`src/rtl/msi_cap_pkg.sv`:
```
package msi_cap_pkg;

  // Register port targets decoded from the offset
  typedef enum logic [1:0] {
    SEL_NONE   = 2'd0,
    SEL_STATUS = 2'd1,
    SEL_TARGET = 2'd2
  } reg_sel_e;

  // Default placement of the two software-visible locations
  localparam int unsigned DEF_TARGET_OFS = 32'h190;
  localparam int unsigned DEF_STATUS_OFS = 32'h194;

endpackage

```
`src/rtl/msi_addr_match.sv`:
```
module msi_addr_match #(
  parameter int unsigned ADDR_W          = 32,
  parameter int unsigned DATA_W          = 32,
  parameter int unsigned NUM_VEC         = 32,
  parameter logic [ADDR_W-1:0] TARGET    = ADDR_W'(32'h190)
) (
  input  logic              wr_valid,
  input  logic [ADDR_W-1:0] wr_addr,
  input  logic [DATA_W-1:0] wr_data,
  output logic              hit,
  output logic [NUM_VEC-1:0] set_vec
);

  logic addr_ok;
  logic range_ok;

  always_comb begin
    addr_ok  = (wr_addr == TARGET);
    range_ok = (wr_data < DATA_W'(NUM_VEC));
    hit      = wr_valid && addr_ok && range_ok;
  end

  // One comparator per vector; the range check guards against aliasing
  for (genvar gi = 0; gi < NUM_VEC; gi++) begin : g_dec
    assign set_vec[gi] = hit && (wr_data == DATA_W'(gi));
  end

endmodule

```
`src/rtl/msi_reg_port.sv`:
```
module msi_reg_port
  import msi_cap_pkg::*;
#(
  parameter int unsigned REG_AW     = 12,
  parameter int unsigned REG_DW     = 32,
  parameter int unsigned NUM_VEC    = 32,
  parameter int unsigned ADDR_W     = 32,
  parameter logic [ADDR_W-1:0] TARGET = ADDR_W'(32'h190),
  parameter int unsigned TARGET_OFS = DEF_TARGET_OFS,
  parameter int unsigned STATUS_OFS = DEF_STATUS_OFS
) (
  input  logic               clk,
  input  logic               rst,
  input  logic [REG_AW-1:0]  reg_addr,
  input  logic               reg_wr_en,
  input  logic [REG_DW-1:0]  reg_wdata,
  input  logic               reg_rd_en,
  input  logic [NUM_VEC-1:0] pending,
  output logic [NUM_VEC-1:0] clr_mask,
  output logic [REG_DW-1:0]  reg_rdata
);

  localparam logic [REG_AW-1:0] STATUS_A = REG_AW'(STATUS_OFS);
  localparam logic [REG_AW-1:0] TARGET_A = REG_AW'(TARGET_OFS);

  reg_sel_e            sel;
  logic [REG_DW-1:0]   rd_next;

  always_comb begin
    if (reg_addr == STATUS_A)      sel = SEL_STATUS;
    else if (reg_addr == TARGET_A) sel = SEL_TARGET;
    else                           sel = SEL_NONE;
  end

  always_comb begin
    clr_mask = '0;
    if (reg_wr_en && sel == SEL_STATUS)
      clr_mask = reg_wdata[NUM_VEC-1:0];
  end

  always_comb begin
    rd_next = '0;
    if (reg_rd_en) begin
      case (sel)
        SEL_STATUS: rd_next = REG_DW'(pending);
        SEL_TARGET: rd_next = REG_DW'(TARGET);
        default:    rd_next = '0;
      endcase
    end
  end

  always_ff @(posedge clk) begin
    if (rst) reg_rdata <= '0;
    else     reg_rdata <= rd_next;
  end

endmodule

```
`src/rtl/msi_pending_bank.sv`:
```
module msi_pending_bank #(
  parameter int unsigned NUM_VEC = 32
) (
  input  logic               clk,
  input  logic               rst,
  input  logic [NUM_VEC-1:0] set_vec,
  input  logic [NUM_VEC-1:0] clr_mask,
  output logic [NUM_VEC-1:0] pending,
  output logic               any_pending
);

  logic [NUM_VEC-1:0] nxt;

  for (genvar gi = 0; gi < NUM_VEC; gi++) begin : g_bit
    // Arrival beats clear on the same edge
    assign nxt[gi] = set_vec[gi] | (pending[gi] & ~clr_mask[gi]);

    always_ff @(posedge clk) begin
      if (rst) pending[gi] <= 1'b0;
      else     pending[gi] <= nxt[gi];
    end
  end

  // Summary taken from next state so it moves with the pending word
  always_ff @(posedge clk) begin
    if (rst) any_pending <= 1'b0;
    else     any_pending <= |nxt;
  end

endmodule

```
`src/rtl/msi_vector_capture.sv`:
```
module msi_vector_capture
  import msi_cap_pkg::*;
#(
  parameter int unsigned ADDR_W       = 32,
  parameter int unsigned DATA_W       = 32,
  parameter int unsigned NUM_VEC      = 32,
  parameter int unsigned REG_AW       = 12,
  parameter int unsigned REG_DW       = 32,
  parameter logic [ADDR_W-1:0] MSI_TARGET_ADDR = ADDR_W'(32'h190),
  parameter int unsigned TARGET_OFS   = DEF_TARGET_OFS,
  parameter int unsigned STATUS_OFS   = DEF_STATUS_OFS
) (
  input  logic              clk,
  input  logic              rst,
  input  logic              wr_valid,
  input  logic [ADDR_W-1:0] wr_addr,
  input  logic [DATA_W-1:0] wr_data,
  input  logic [REG_AW-1:0] reg_addr,
  input  logic              reg_wr_en,
  input  logic [REG_DW-1:0] reg_wdata,
  input  logic              reg_rd_en,
  output logic [REG_DW-1:0] reg_rdata,
  output logic              msi_pending_any
);

  logic               msi_hit;
  logic [NUM_VEC-1:0] set_vec;
  logic [NUM_VEC-1:0] clr_mask;
  logic [NUM_VEC-1:0] pending_q;

  msi_addr_match #(
    .ADDR_W (ADDR_W),
    .DATA_W (DATA_W),
    .NUM_VEC(NUM_VEC),
    .TARGET (MSI_TARGET_ADDR)
  ) u_match (
    .wr_valid(wr_valid),
    .wr_addr (wr_addr),
    .wr_data (wr_data),
    .hit     (msi_hit),
    .set_vec (set_vec)
  );

  msi_reg_port #(
    .REG_AW    (REG_AW),
    .REG_DW    (REG_DW),
    .NUM_VEC   (NUM_VEC),
    .ADDR_W    (ADDR_W),
    .TARGET    (MSI_TARGET_ADDR),
    .TARGET_OFS(TARGET_OFS),
    .STATUS_OFS(STATUS_OFS)
  ) u_regs (
    .clk      (clk),
    .rst      (rst),
    .reg_addr (reg_addr),
    .reg_wr_en(reg_wr_en),
    .reg_wdata(reg_wdata),
    .reg_rd_en(reg_rd_en),
    .pending  (pending_q),
    .clr_mask (clr_mask),
    .reg_rdata(reg_rdata)
  );

  msi_pending_bank #(
    .NUM_VEC(NUM_VEC)
  ) u_bank (
    .clk        (clk),
    .rst        (rst),
    .set_vec    (set_vec),
    .clr_mask   (clr_mask),
    .pending    (pending_q),
    .any_pending(msi_pending_any)
  );

endmodule

```
`config.mk`:
```
export PLATFORM = sky130hd
export DESIGN_NAME = msi_vector_capture
export DESIGN_NICKNAME = d
export VERILOG_FILES = /design/src/rtl/msi_cap_pkg.sv /design/src/rtl/msi_addr_match.sv /design/src/rtl/msi_reg_port.sv /design/src/rtl/msi_pending_bank.sv /design/src/rtl/msi_vector_capture.sv
export SDC_FILE = /design/constraint.sdc
export NUM_CORES = 1
export LEC_CHECK = 0
export ABC_AREA = 1
export BUFFER_PORTS_ARGS = -buffer_cell sky130_fd_sc_hd__buf_2
export CAP_MARGIN = 20
export CORE_ASPECT_RATIO = 0.75
export CORE_MARGIN = 2
export CORE_UTILIZATION = 50
export CTS_CLUSTER_DIAMETER = 60
export DETAILED_ROUTE_END_ITERATION = 12
export PLACE_DENSITY = 0.81
export SLEW_MARGIN = 20
export SYNTH_ARGS = -nofsm -noshare
export SYNTH_HDL_FRONTEND = slang
export SYNTH_HIERARCHICAL = 1
export SYNTH_SLANG_ARGS = --single-unit
```
`constraint.sdc`:
```
create_clock -name clk -period 2.1 [get_ports clk]
set_input_delay 0.42 -clock clk [delete_from_list [all_inputs] [get_ports clk]]
set_output_delay 0.42 -clock clk [all_outputs]
set_load 0.02 [all_outputs]
```
* Word-level counts from Yosys, hierarchy flattened *
Cells that the tools add are included.

cells by class
  bitwise operators = 97
  equality and inequality tests = 36
  magnitude comparators = 1
  multiplexer cells = 4
  reduce and logical (&&, ||, !) cells = 38

operators with widths
  cell                                                                           count
  32-bit by 5-bit == test with 1-bit output, second input constant               16
  32-bit by 4-bit == test with 1-bit output, second input constant               8
  32-bit by 3-bit == test with 1-bit output, second input constant               4
  32-bit by 2-bit == test with 1-bit output, second input constant               2
  32-bit case mux with 2 select lines                                            1
  1-bit logical AND                                                              35
  1-bit NOT                                                                      33
  1-bit AND                                                                      32
  32-bit by 1-bit == test with 1-bit output, second input constant               1
  32-bit by 9-bit == test with 1-bit output, second input constant               1
  32-bit logical NOT                                                             1
  32-bit by 6-bit less-than comparator with 1-bit output, second input constant  1
  32-bit 2-to-1 mux                                                              1
  1-bit bitwise OR                                                               32
  32-bit OR reduction                                                            1
  12-bit by 9-bit == test with 1-bit output, second input constant               2
  2-bit 2-to-1 mux                                                               2
  2-bit by 1-bit == test with 1-bit output, second input constant                1
  2-bit == test, second input constant                                           1
  2-bit OR reduction                                                             1

word-level totals
  output and inout bits = 33
  logic and storage cells = 210
  register bits = 65
  input port bits = 113

* Depth between registers and ports, before layout *
  word-level depth = 10
  gate-level depth with buffers = 17
  mapped depth without buffers = 16

* Cells and area by module *
Netlist, hierarchy kept.

modules (own cells, without submodules)
  module            cells an instance  instances  area each (um^2)  sequential area each (um^2)
  msi_pending_bank  229                1          1460.2            660.6
  msi_reg_port      185                1          1413.9            640.6
  msi_addr_match    170                1          1002.2            0.0

* Least setup slack after synthesis *
No wires, ideal clock.

  path type = input port to flip-flop
  start point = input port reg_addr[5]
  end point = register u_bank.any_pending
  data required time = 1983 ps
  buffers on the path = 1
  stages on the path = 15
  setup time = 117 ps
  data arrival time = 1694 ps
  setup slack = 288 ps
  cell sequence = nor2_1 nand2_1 nor2_4 nand4_2 buf_6 nor2_2 inv_1 nand2_2 nand2_2 nor2_2 nand2_1 nor2_1 nand2_1 nor2_1 nor2_1

between the ends
  word-level cells in the longest chain between the ends = 10
  elaborated cells on any way between the ends = 104
  classes of those cells = eq/ne: 3; mux: 3; bitwise: 96; reduce/logical: 2

ends and longest elaborated chain
  what                                          RTL line                  source
  start, declared                               msi_vector_capture.sv:18  input logic [REG_AW-1:0] reg_addr,
  12-bit by 9-bit == test with 1-bit output     msi_reg_port.sv:31        else if (reg_addr == TARGET_A) sel = SEL_TARGET;
  2-bit 2-to-1 mux                              msi_reg_port.sv:31
  2-bit 2-to-1 mux (*)                          msi_reg_port.sv:30        if (reg_addr == STATUS_A) sel = SEL_STATUS;
  2-bit by 1-bit == test with 1-bit output (*)  msi_reg_port.sv:37        if (reg_wr_en && sel == SEL_STATUS)
  1-bit logical AND (*)                         msi_reg_port.sv:37
  32-bit 2-to-1 mux (*)                         msi_reg_port.sv:37
  net clr_mask[28]                              msi_vector_capture.sv:28  logic [NUM_VEC-1:0] clr_mask;
  1-bit NOT (*)                                 msi_pending_bank.sv:16    assign nxt[gi] = set_vec[gi] | (pending[gi] & ~clr_mask[gi]);
  1-bit AND (*)                                 msi_pending_bank.sv:16
  1-bit bitwise OR (*)                          msi_pending_bank.sv:16
  32-bit OR reduction (*)                       msi_pending_bank.sv:27    else any_pending <= |nxt;
  end signal, assigned                          msi_pending_bank.sv:27
  end, declared                                 msi_pending_bank.sv:9     output logic any_pending

The timed path passes the listed nets; every way through them passes the cells marked *.
A chain may end at the register's enable or synchronous reset.

* Worst setup path after layout *
  start point = input port reg_addr[8]
  end point = register u_bank.any_pending

The elaborated chain is that of the path after synthesis.

==> qor.txt <==
die footprint - 8470 sq um
Skew-Pair Late Insertion Delay - 0.34 ns
final period utilization - 0.898
filler instances - 665
Die Height - 80.2 microns
Final ANT Viol Nets - 0
final clock skew - 0.00208 ns
Max IR drop VDD - 0.296 mV
Root Buffer - clkbuf_8
Max-slew headroom - 0.560
largest net degree at the start of global routing - 34
critical path arrival - 2.11 ns
Setup CP Type - input port to flip-flop
synthesized area per cell - 6.64 sq um
post_cts resized - 0
setup TNS - 0 ns
Final HPWL DP - 6870 microns
number of cell rows - 27
hold buffers post-CTS - 0
clk sinks - 65
# DRC - 0
total gr overflow - 0
sequential cell area - 1300 sq um
layout cell share with drive strength beyond 1 - 0.343
Total GRT Usage - 0.223
vias - 3725
post-layout net count - 843
endpoints failing setup - 0
CTS max path bufs - 2
post-route insts no fill - 836
Post-Synthesis Cells - 583
initial antenna violation count - 0
routed wire length - 8730 microns
fmax - 530 MHz
RSZ-0062 raised after global routing - false
initial core utilization - 0.521
H-tree levels - 3
Final Max Slew Viols - 0
Worst EP required - 2.32 ns
Routed wire per std cell - 10.4 microns
Die X - 106 microns
Lkg Pwr - 2.34 nW
DRT Pass-1 Iters - 4
I/O Pins - 146
Core ar. - 7430 sq um
first-pass GRT wire length - 15100 microns
CTS clk-pin slew, worst paths - 0.07 ns
Port Buffer Count - 145
Hold Path Class - flip-flop to flip-flop
Hold Fails Final Rpt - 0
ant diodes - 0
multi-input logic area - 1980 sq um
Post-CTS Setup Bufs - 0
Synth Cell Area - 3870 sq um
Iter 0 DRT Violations - 181
Via density - 4.46
number of synthesis warnings - 6
Period minus WS final - 1.89 ns
Placed Cells - 820
placer congestion estimate - 1.01
CTS tree - done
CTS buffer count - 9
run status - finished, final reports clean
PwrDens - 548 nW/um^2
max-cap viol count - 0
vias in the first global route - 3588
Slew @ Worst Pin - 0.658 ns
crit path capture type - flip-flop
syn_nets - 696
Area growth syn-to-layout - 26.8%
CP max FO - 32
startpoint types - input port
[registers in the layout, indices dropped and copies added (netlist names)]
signal	count
u_regs/reg_rdata	32
u_bank/any_pending	1
u_bank/pending	32
[cells in the final DEF, fill, tap and decap left out]
master,instances
nand2_1,157
buf_2,145
nor2_1,120
inv_1,104
dfxtp_1,65
nor2_4,44
a21oi_1,32
nor2_2,16
clkbuf_8,10
nand2_2,8
inv_2,7
buf_4,5
buf_12,4
clkinv_2,3
bufinv_16,3
o211ai_1,3
nand3_1,2
nand2_4,2
nor2_8,2
nor3_4,1
nand4_2,1
nand3_2,1
[where the power goes]
group          switching [mW]  internal, mW  total, mW  leakage [nW]
sequential         0.00000106          1.23       1.23         0.523
combinational          0.0923        0.0955      0.188          1.69
clock                   0.458         0.814       1.27         0.126
[worst paths after layout]
check	depth (start not counted)	end	from	slack [ns]
setup reg to reg	8	u_bank/any_pending$_SDFF_PP0_	u_bank/pending[31]$_SDFF_PP0_	0.93
setup / recovery	17	u_bank/any_pending$_SDFF_PP0_	reg_addr[8]	0.21
hold / removal	2	u_regs/reg_rdata[27]$_SDFF_PP0_	u_bank/pending[27]$_SDFF_PP0_	0.45
hold reg to reg	2	u_regs/reg_rdata[27]$_SDFF_PP0_	u_bank/pending[27]$_SDFF_PP0_	0.45
[stage by stage]
stage               hold slack, ns  worst slack [ns]  area [sq um]  power (mW)   util
finish                       0.447             0.214          4910        2.69  0.661
global route                 0.461             0.126          4910        2.83  0.661
CTS                          0.446             0.333          4900        2.73  0.660
detailed placement           0.435            0.0455          4660        1.45  0.627
global placement             0.430             0.134          4660        1.44  0.627
floorplan                    0.424             0.288          3870        1.33      -
[layer usage]
layer / track usage / part of all wire
met4: 0.0829 / 0.018
met1: 0.253 / 0.43
met3: 0.0649 / 0.078
met5: 0 / 0
met2: 0.399 / 0.48
[cell type report]
type,count,area share
Clock buffer,10,0.0280
Clock inverter,6,0.0214
Inverter,111,0.0849
Multi-Input combinational cell,389,0.403
Sequential cell,65,0.265
Tap cell,101,0.0257
Timing Repair Buffer,154,0.172
[critical path, cell delays in order]
cell and delay (ns):
buf_2 0.08, inv_1 0.04, nor2_1 0.10, nand2_1 0.11
nor2_4 0.12, nand4_2 0.14, buf_12 0.22, nor2_1 0.10
inv_1 0.06, nand2_1 0.10, nand2_1 0.08, nor2_1 0.11
nand2_1 0.07, nor2_1 0.13, nand2_1 0.07, nor2_1 0.10
nor2_1 0.04
(Power assumes the default switching activity.)
